### config.mk
export PLATFORM = sky130hd
export DESIGN_NAME = swrma_arbiter
export DESIGN_NICKNAME = d
export VERILOG_FILES = /design/src/rtl/swrma_pkg.sv /design/src/rtl/swrma_cmd_check.sv /design/src/rtl/swrma_sw_port.sv /design/src/rtl/swrma_rma_fsm.sv /design/src/rtl/swrma_arbiter.sv
export SDC_FILE = /design/constraint.sdc
export NUM_CORES = 1
export LEC_CHECK = 0
export ABC_AREA = 0
export BUFFER_PORTS_ARGS = -buffer_cell sky130_fd_sc_hd__buf_2
export CAP_MARGIN = 25
export CORE_UTILIZATION = 47
export CTS_BUF_LIST = sky130_fd_sc_hd__clkbuf_4
export DETAILED_ROUTE_END_ITERATION = 8
export PLACE_DENSITY = 0.84
export SYNTH_ARGS = -nofsm -noshare
export SYNTH_HDL_FRONTEND = slang
export SYNTH_SLANG_ARGS = --single-unit
export TNS_END_PERCENT = 30
### constraint.sdc
create_clock -name clk -period 1.91 [get_ports clk]
set_input_delay 0.382 -clock clk [delete_from_list [all_inputs] [get_ports clk]]
set_output_delay 0.382 -clock clk [all_outputs]
set_load 0.02 [all_outputs]
### src/rtl/swrma_pkg.sv
package swrma_pkg;

    typedef enum logic [1:0] {
        OP_READ  = 2'd0,
        OP_PROG  = 2'd1,
        OP_ERASE = 2'd2,
        OP_BAD   = 2'd3
    } sw_op_e;

    typedef enum logic [2:0] {
        PART_DATA  = 3'd0,
        PART_INFO0 = 3'd1,
        PART_INFO1 = 3'd2,
        PART_INFO2 = 3'd3,
        PART_RED   = 3'd4
    } part_e;

    typedef enum logic [1:0] {
        PG_PLAIN   = 2'd0,
        PG_CREATOR = 2'd1,
        PG_OWNER   = 2'd2,
        PG_ISO     = 2'd3
    } page_e;

    localparam int STATE_W = 11;

    typedef enum logic [STATE_W-1:0] {
        ST_IDLE  = 11'b01101001100,
        ST_DRAIN = 11'b11010010110,
        ST_WIPE  = 11'b00011111010,
        ST_RESP  = 11'b10100100001
    } rma_state_e;

endpackage

### src/rtl/swrma_cmd_check.sv
module swrma_cmd_check
    import swrma_pkg::*;
(
    input  logic [1:0] op_i,
    input  logic       bank_erase_i,
    input  logic [2:0] part_i,
    input  logic [1:0] page_i,
    input  logic       lc_creator_en_i,
    input  logic       lc_owner_en_i,
    input  logic       lc_iso_rd_en_i,
    input  logic       lc_iso_wr_en_i,
    output logic       legal_o
);

    logic op_ok, part_ok, erase_ok, red_ok, gate_ok, is_read;

    always_comb begin
        is_read  = (op_i == OP_READ);
        op_ok    = (op_i != OP_BAD);
        part_ok  = (part_i <= PART_RED);
        erase_ok = !((op_i == OP_ERASE) && bank_erase_i &&
                     (part_i != PART_DATA) && (part_i != PART_INFO0));
        red_ok   = (part_i != PART_RED) || is_read;
        gate_ok  = 1'b1;
        if (part_i == PART_INFO0) begin
            unique case (page_i)
                PG_CREATOR: gate_ok = lc_creator_en_i;
                PG_OWNER:   gate_ok = lc_owner_en_i;
                PG_ISO:     gate_ok = is_read ? lc_iso_rd_en_i : lc_iso_wr_en_i;
                default:    gate_ok = 1'b1;
            endcase
        end
        legal_o = op_ok && part_ok && erase_ok && red_ok && gate_ok;
    end

endmodule

### src/rtl/swrma_sw_port.sv
module swrma_sw_port #(
    parameter int ADDR_W  = 20,
    parameter int WORDS_W = 5
) (
    input  logic               clk,
    input  logic               rst_n,
    input  logic               sw_req_i,
    input  logic [1:0]         sw_op_i,
    input  logic               sw_bank_erase_i,
    input  logic [2:0]         sw_part_i,
    input  logic [ADDR_W-1:0]  sw_addr_i,
    input  logic [WORDS_W-1:0] sw_words_i,
    input  logic               legal_i,
    input  logic               open_i,
    input  logic               rma_req_i,
    input  logic               ctl_done_i,
    output logic               ctl_start_o,
    output logic [1:0]         ctl_op_o,
    output logic               ctl_bank_erase_o,
    output logic [2:0]         ctl_part_o,
    output logic [ADDR_W-1:0]  ctl_addr_o,
    output logic [WORDS_W-1:0] ctl_words_o,
    output logic               sw_err_o,
    output logic               sw_done_o,
    output logic               busy_o
);

    logic grant, busy_q, start_q, err_q;

    // A request is considered only when the arbiter is open, nothing is
    // outstanding and no wipe request competes in the same cycle.
    assign grant = open_i && sw_req_i && !busy_q && !rma_req_i;

    always_ff @(posedge clk or negedge rst_n) begin
        if (!rst_n) begin
            busy_q  <= 1'b0;
            start_q <= 1'b0;
            err_q   <= 1'b0;
        end else begin
            start_q <= grant && legal_i;
            err_q   <= grant && !legal_i;
            if (grant && legal_i) begin
                busy_q <= 1'b1;
            end else if (ctl_done_i) begin
                busy_q <= 1'b0;
            end
        end
    end

    always_ff @(posedge clk or negedge rst_n) begin
        if (!rst_n) begin
            ctl_op_o         <= '0;
            ctl_bank_erase_o <= 1'b0;
            ctl_part_o       <= '0;
            ctl_addr_o       <= '0;
            ctl_words_o      <= '0;
        end else if (grant && legal_i) begin
            ctl_op_o         <= sw_op_i;
            ctl_bank_erase_o <= sw_bank_erase_i;
            ctl_part_o       <= sw_part_i;
            ctl_addr_o       <= sw_addr_i;
            ctl_words_o      <= sw_words_i;
        end
    end

    assign ctl_start_o = start_q;
    assign sw_err_o    = err_q;
    assign sw_done_o   = ctl_done_i && busy_q;
    assign busy_o      = busy_q;

    AST_START_PULSE: assert property (@(posedge clk) disable iff (!rst_n)
        ctl_start_o |=> !ctl_start_o);
    AST_NO_START_WHEN_BUSY: assert property (@(posedge clk) disable iff (!rst_n)
        (busy_q && !ctl_done_i) |=> !ctl_start_o);

endmodule

### src/rtl/swrma_rma_fsm.sv
module swrma_rma_fsm
    import swrma_pkg::*;
#(
    parameter int SEED_W = 32
) (
    input  logic              clk,
    input  logic              rst_n,
    input  logic              rma_req_i,
    input  logic [SEED_W-1:0] rma_seed_i,
    input  logic              busy_i,
    input  logic              ctl_done_i,
    input  logic              wipe_done_i,
    output logic              open_o,
    output logic              wipe_req_o,
    output logic              rma_ack_o,
    output logic [SEED_W-1:0] rma_seed_o,
    output logic [STATE_W-1:0] state_o
);

    rma_state_e state_q, state_d;
    logic [SEED_W-1:0] seed_q;
    logic take_req;

    assign take_req = (state_q == ST_IDLE) && rma_req_i;

    always_comb begin
        state_d = state_q;
        unique case (state_q)
            ST_IDLE: begin
                if (rma_req_i) begin
                    state_d = (busy_i && !ctl_done_i) ? ST_DRAIN : ST_WIPE;
                end
            end
            ST_DRAIN: begin
                if (ctl_done_i) state_d = ST_WIPE;
            end
            ST_WIPE: begin
                if (wipe_done_i) state_d = ST_RESP;
            end
            ST_RESP:  state_d = ST_RESP;
            default:  state_d = ST_RESP;
        endcase
    end

    always_ff @(posedge clk or negedge rst_n) begin
        if (!rst_n) begin
            state_q <= ST_IDLE;
        end else begin
            state_q <= state_d;
        end
    end

    always_ff @(posedge clk or negedge rst_n) begin
        if (!rst_n) begin
            seed_q <= '0;
        end else if (take_req) begin
            seed_q <= rma_seed_i;
        end
    end

    always_comb begin
        open_o     = 1'b0;
        wipe_req_o = 1'b0;
        rma_ack_o  = 1'b0;
        unique case (state_q)
            ST_IDLE:  open_o     = 1'b1;
            ST_DRAIN: open_o     = 1'b0;
            ST_WIPE:  wipe_req_o = 1'b1;
            ST_RESP:  rma_ack_o  = 1'b1;
            default:  rma_ack_o  = 1'b1;
        endcase
    end

    assign rma_seed_o = seed_q;
    assign state_o    = state_q;

    AST_TERMINAL_HOLD: assert property (@(posedge clk) disable iff (!rst_n)
        (state_q == ST_RESP) |=> (state_q == ST_RESP) && $stable(rma_seed_o));
    AST_NO_RETURN_IDLE: assert property (@(posedge clk) disable iff (!rst_n)
        (state_q != ST_IDLE) |=> (state_q != ST_IDLE));
    AST_ACK_AFTER_WIPE: assert property (@(posedge clk) disable iff (!rst_n)
        $rose(rma_ack_o) |-> $past(wipe_done_i));

endmodule

### src/rtl/swrma_arbiter.sv
module swrma_arbiter
    import swrma_pkg::*;
#(
    parameter int ADDR_W  = 20,
    parameter int WORDS_W = 5,
    parameter int SEED_W  = 32
) (
    input  logic               clk,
    input  logic               rst_n,
    input  logic               sw_req_i,
    input  logic [1:0]         sw_op_i,
    input  logic               sw_bank_erase_i,
    input  logic [2:0]         sw_part_i,
    input  logic [1:0]         sw_page_i,
    input  logic [ADDR_W-1:0]  sw_addr_i,
    input  logic [WORDS_W-1:0] sw_words_i,
    input  logic               lc_creator_en_i,
    input  logic               lc_owner_en_i,
    input  logic               lc_iso_rd_en_i,
    input  logic               lc_iso_wr_en_i,
    output logic               sw_err_o,
    output logic               sw_done_o,
    output logic               ctl_start_o,
    output logic [1:0]         ctl_op_o,
    output logic               ctl_bank_erase_o,
    output logic [2:0]         ctl_part_o,
    output logic [ADDR_W-1:0]  ctl_addr_o,
    output logic [WORDS_W-1:0] ctl_words_o,
    input  logic               ctl_done_i,
    input  logic               rma_req_i,
    input  logic [SEED_W-1:0]  rma_seed_i,
    output logic               rma_ack_o,
    output logic [SEED_W-1:0]  rma_seed_o,
    output logic               wipe_req_o,
    input  logic               wipe_done_i,
    output logic [10:0]        rma_state_o
);

    logic legal, open, sw_busy;

    swrma_cmd_check u_check (
        .op_i            (sw_op_i),
        .bank_erase_i    (sw_bank_erase_i),
        .part_i          (sw_part_i),
        .page_i          (sw_page_i),
        .lc_creator_en_i (lc_creator_en_i),
        .lc_owner_en_i   (lc_owner_en_i),
        .lc_iso_rd_en_i  (lc_iso_rd_en_i),
        .lc_iso_wr_en_i  (lc_iso_wr_en_i),
        .legal_o         (legal)
    );

    swrma_sw_port #(.ADDR_W(ADDR_W), .WORDS_W(WORDS_W)) u_sw (
        .clk              (clk),
        .rst_n            (rst_n),
        .sw_req_i         (sw_req_i),
        .sw_op_i          (sw_op_i),
        .sw_bank_erase_i  (sw_bank_erase_i),
        .sw_part_i        (sw_part_i),
        .sw_addr_i        (sw_addr_i),
        .sw_words_i       (sw_words_i),
        .legal_i          (legal),
        .open_i           (open),
        .rma_req_i        (rma_req_i),
        .ctl_done_i       (ctl_done_i),
        .ctl_start_o      (ctl_start_o),
        .ctl_op_o         (ctl_op_o),
        .ctl_bank_erase_o (ctl_bank_erase_o),
        .ctl_part_o       (ctl_part_o),
        .ctl_addr_o       (ctl_addr_o),
        .ctl_words_o      (ctl_words_o),
        .sw_err_o         (sw_err_o),
        .sw_done_o        (sw_done_o),
        .busy_o           (sw_busy)
    );

    swrma_rma_fsm #(.SEED_W(SEED_W)) u_fsm (
        .clk         (clk),
        .rst_n       (rst_n),
        .rma_req_i   (rma_req_i),
        .rma_seed_i  (rma_seed_i),
        .busy_i      (sw_busy),
        .ctl_done_i  (ctl_done_i),
        .wipe_done_i (wipe_done_i),
        .open_o      (open),
        .wipe_req_o  (wipe_req_o),
        .rma_ack_o   (rma_ack_o),
        .rma_seed_o  (rma_seed_o),
        .state_o     (rma_state_o)
    );

    AST_WIPE_AFTER_DRAIN: assert property (@(posedge clk) disable iff (!rst_n)
        wipe_req_o |-> !sw_busy);
    AST_RMA_BEATS_SW: assert property (@(posedge clk) disable iff (!rst_n)
        (rma_req_i && open && !sw_busy) |=> !ctl_start_o);
    AST_ERR_EXCLUDES_START: assert property (@(posedge clk) disable iff (!rst_n)
        !(ctl_start_o && sw_err_o));

endmodule

==> results by group <==
Clock tree
  • CTS tree: done
  • Clk_lat worst skew: 410 ps
  • Clock Tree Root: clkbuf_4
  • H-tree depth: 3
  • CTS sink count: 73
  • CTS clock-pin slew for the worst setup and hold paths: 120 ps
  • Clock buffer depth: 2
  • Total CTS buffers: 9

Run
  • Max cap viols: 0

Route
  • Pre-antenna DRT Iters: 4
  • Post-route ant nets: 0
  • Via count: 2244
  • DRC: 0
  • Total routed wirelength: 6850 um
  • Post-DR wirelength/cell: 15.2 um
  • Via density: 4.98
  • Iter 0 DRT Violations: 67

Synthesis
  • Synth unique cells: 36
  • Post-Syn Instances: 194
  • Compound-gate portion of the synthesized area: 3.60%
  • Combinational family with the most area after synthesis: multiplexers
  • Top cells by area, synth: dfrtp_1 57%, mux2_4 14%, mux2_2 9.9%, dfstp_2 2.6%, mux2_1 2.6%
  • Adder-cell share of the synthesized area: 0%
  • Post-synthesis simple-gate area fraction: 7.07%
  • Number of flops mapped to enable cells by yosys: 0
  • Dominant cell type by area after synthesis: dfrtp_1
  • Xor-xnor portion of the synthesized cell area: 0%
  • Mapped cell area: 0.00306 mm^2
  • Ys flop type: dfrtp_1
  • Syn_area_per_cell: 15.8 um^2
  • Post-synth ARST share: 100%
  • Mux share of post-synthesis cell area: 26.7%
  • Synth Warn #: 0
  • Register area share after synthesis: 59.8%
  • Synth Register Bits: 73
  • Post-synth top area share: 57.2%
  • Syn Nets: 269

Global routing
  • Total track usage: 20.7%
  • GRT overflow: 0
  • Initial antenna violation count: 0
  • Largest net degree at the start of global routing: 49
  • Vias in the first global route: 2187
  • First-pass GRT wire length: 10100 um

STA
  • Tmin final: 1990 ps
  • Slew HR: 60.5%
  • Skew final: 17.7 ps
  • Max Freq: 503 MHz
  • Final hold vios: 0
  • Final setup margin: -77.9 ps
  • Final setup viols: 1
  • Worst Max-Slew Pin Slew: 592 ps
  • RSZ-0062 raised after global routing: yes
  • Post-route clock period utilization: 104%
  • Slew Limit Fails: 0

Placement
  • Post-DP Area: 0.00397 mm^2
  • Hpwl dp: 5230 um
  • IO Port Bufs: 153
  • RePlAce Congestion: 0.818
  • Dpl ws: 22.6 ps

Worst setup path
  • Setup crit end kind: output port
  • Reg2reg start: u_fsm.state_o[0]$_DFFE_PN0P_
  • FF-to-FF setup slack: 10 ps
  • Critical Path RT: 1530 ps
  • Worst r2r path cells: 6
  • CP arrival: 1610 ps
  • Top fanout value on the critical path: 3
  • Startpoint types: flip-flop
  • Crit. Startpoint: u_fsm.state_o[7]$_DFFE_PN0P_
  • Worst setup endpoint: rma_ack_o
  • RR Endpoint: u_sw.ctl_addr_o[10]$_DFFE_PN0P_
  • Crit Path Class: reg2out

Cells and area
  • Antenna fix cells: 0
  • Final Net Count: 445
  • Area Growth Syn to Fin: 37.6%
  • Commonest non-fill, non-tap cell in the layout: buf_2
  • Share of cells above drive strength 1: 68.7%
  • Final Core Density: 66.7%
  • Fillers: 503
  • Finished Cell Area: 0.00421 mm^2
  • Commonest cells after routing, fill and taps aside: 151 x buf_2, 70 x dfrtp_1, 29 x mux2_4

Pwr
  • Pleak: 2.54 nW
  • Pwr dens: 611 mW/mm^2
  • Max IR drop VDD: 0.000463 V

Run status
  • Failing checks: setup timing
  • Status: complete, but fails checks

Floorplan
  • I/O Pins: 154
  • Die H: 82.7 um
  • Die area: 0.00684 mm^2
  • FP Rows: 29
  • Initial Util: 48.5%
  • Chip width: 82.7 um
  • Core area: 0.00631 mm^2

Hold path
  • Min-delay worst type: in2reg
==> area by class of cell <==
cell class / instances / area [um^2] / share of cell area, %
sequential: 73 / 1830 / 43.5
multi-input combinational: 109 / 1170 / 27.8
tap: 77 / 96.3 / 2.29
clock buffer: 9 / 67.6 / 1.60
inverter: 2 / 7.51 / 0.178
clock inverter: 6 / 60.1 / 1.43
timing repair buffer: 175 / 980 / 23.3
==> metrics by stage <==
stage               cells  hold slack, ps  TNS, ps  total power, mW
global route          451             160    -1230             2.69
finish                451             188    -77.9             2.58
floorplan             194            86.4        0             1.59
global placement      426             407        0             1.70
CTS                   448             163    -71.0             2.62
detailed placement    426             416        0             1.71
==> worst max-delay path, cell delays in order (launching register included) <==
cell	delay, ps
dfrtp_1	400
buf_6	130
nor2_1	180
nand3_2	120
a21oi_2	170
nor2_1	60
buf_4	150
==> routing by layer <==
layer	routed length, um	vias up	GRT usage, %
li1	-	1045	-
met1	2600	1090	22.7
met2	3710	90	37.4
met3	336	19	3.52
met4	206	0	12.2
met5	0	-	0
==> synthesized netlist by cell type (all sizes together) (2+ instances only) <==
cell type  count
a21o           2
a21oi          3
and2           2
and4b          2
buf           10
dfrtp         70
dfstp          3
inv            2
mux2          63
nand2          2
nand2b         2
nand3          3
nand4          2
nor2           3
nor2b          3
nor3b          4
o21ai          5
==> state kept, by name, indices dropped and copies added (netlist names) <==
name and cells:
u_fsm.rma_seed_o 32, u_sw.ctl_addr_o 20, u_fsm.state_o 7, u_sw.ctl_words_o 5
u_sw.ctl_part_o 3, u_sw.ctl_op_o 2, u_sw.busy_o 1, u_sw.ctl_bank_erase_o 1
u_sw.ctl_start_o 1, u_sw.sw_err_o 1
==> power breakdown <==
part / switching, mW / internal [mW] / total [mW]
combinational: 0.0646 / 0.0672 / 0.132
clock: 0.513 / 0.386 / 0.899
sequential: 0 / 1.55 / 1.55
==> worst min-delay path by stage <==
stage          cells after the start                               end  slack, ps           start
2_1_floorplan                      0   u_fsm.rma_seed_o[0]$_DFFE_PN0P_         90           rst_n
5_1_grt                            2  u_fsm.rma_seed_o[26]$_DFFE_PN0P_        160  rma_seed_i[26]
3_3_place_gp                       2    u_sw.ctl_addr_o[2]$_DFFE_PN0P_        410           rst_n
4_1_cts                            2   u_fsm.rma_seed_o[2]$_DFFE_PN0P_        160   rma_seed_i[2]
3_5_place_dp                       2      u_sw.ctl_op_o[0]$_DFFE_PN0P_        420           rst_n
6_report                           2  u_fsm.rma_seed_o[30]$_DFFE_PN0P_        190  rma_seed_i[30]
==> logic make-up after synthesis <==
kind of cell,after synthesis
mux,63
compound gates,16
simple gates,30
flops,73
buf+inv,12
==> repair_timing <==
action / 4_1_cts / 5_1_grt
setup buffers: 7 / 3
hold buffers: 1 / 0
pin swaps: 3 / 2
endpoints found under the setup margin: 2 / 36
resized for setup: 7 / 3
hold endpoints to repair: 22 / 0
Note: power is estimated with default switching activity, not from simulation.
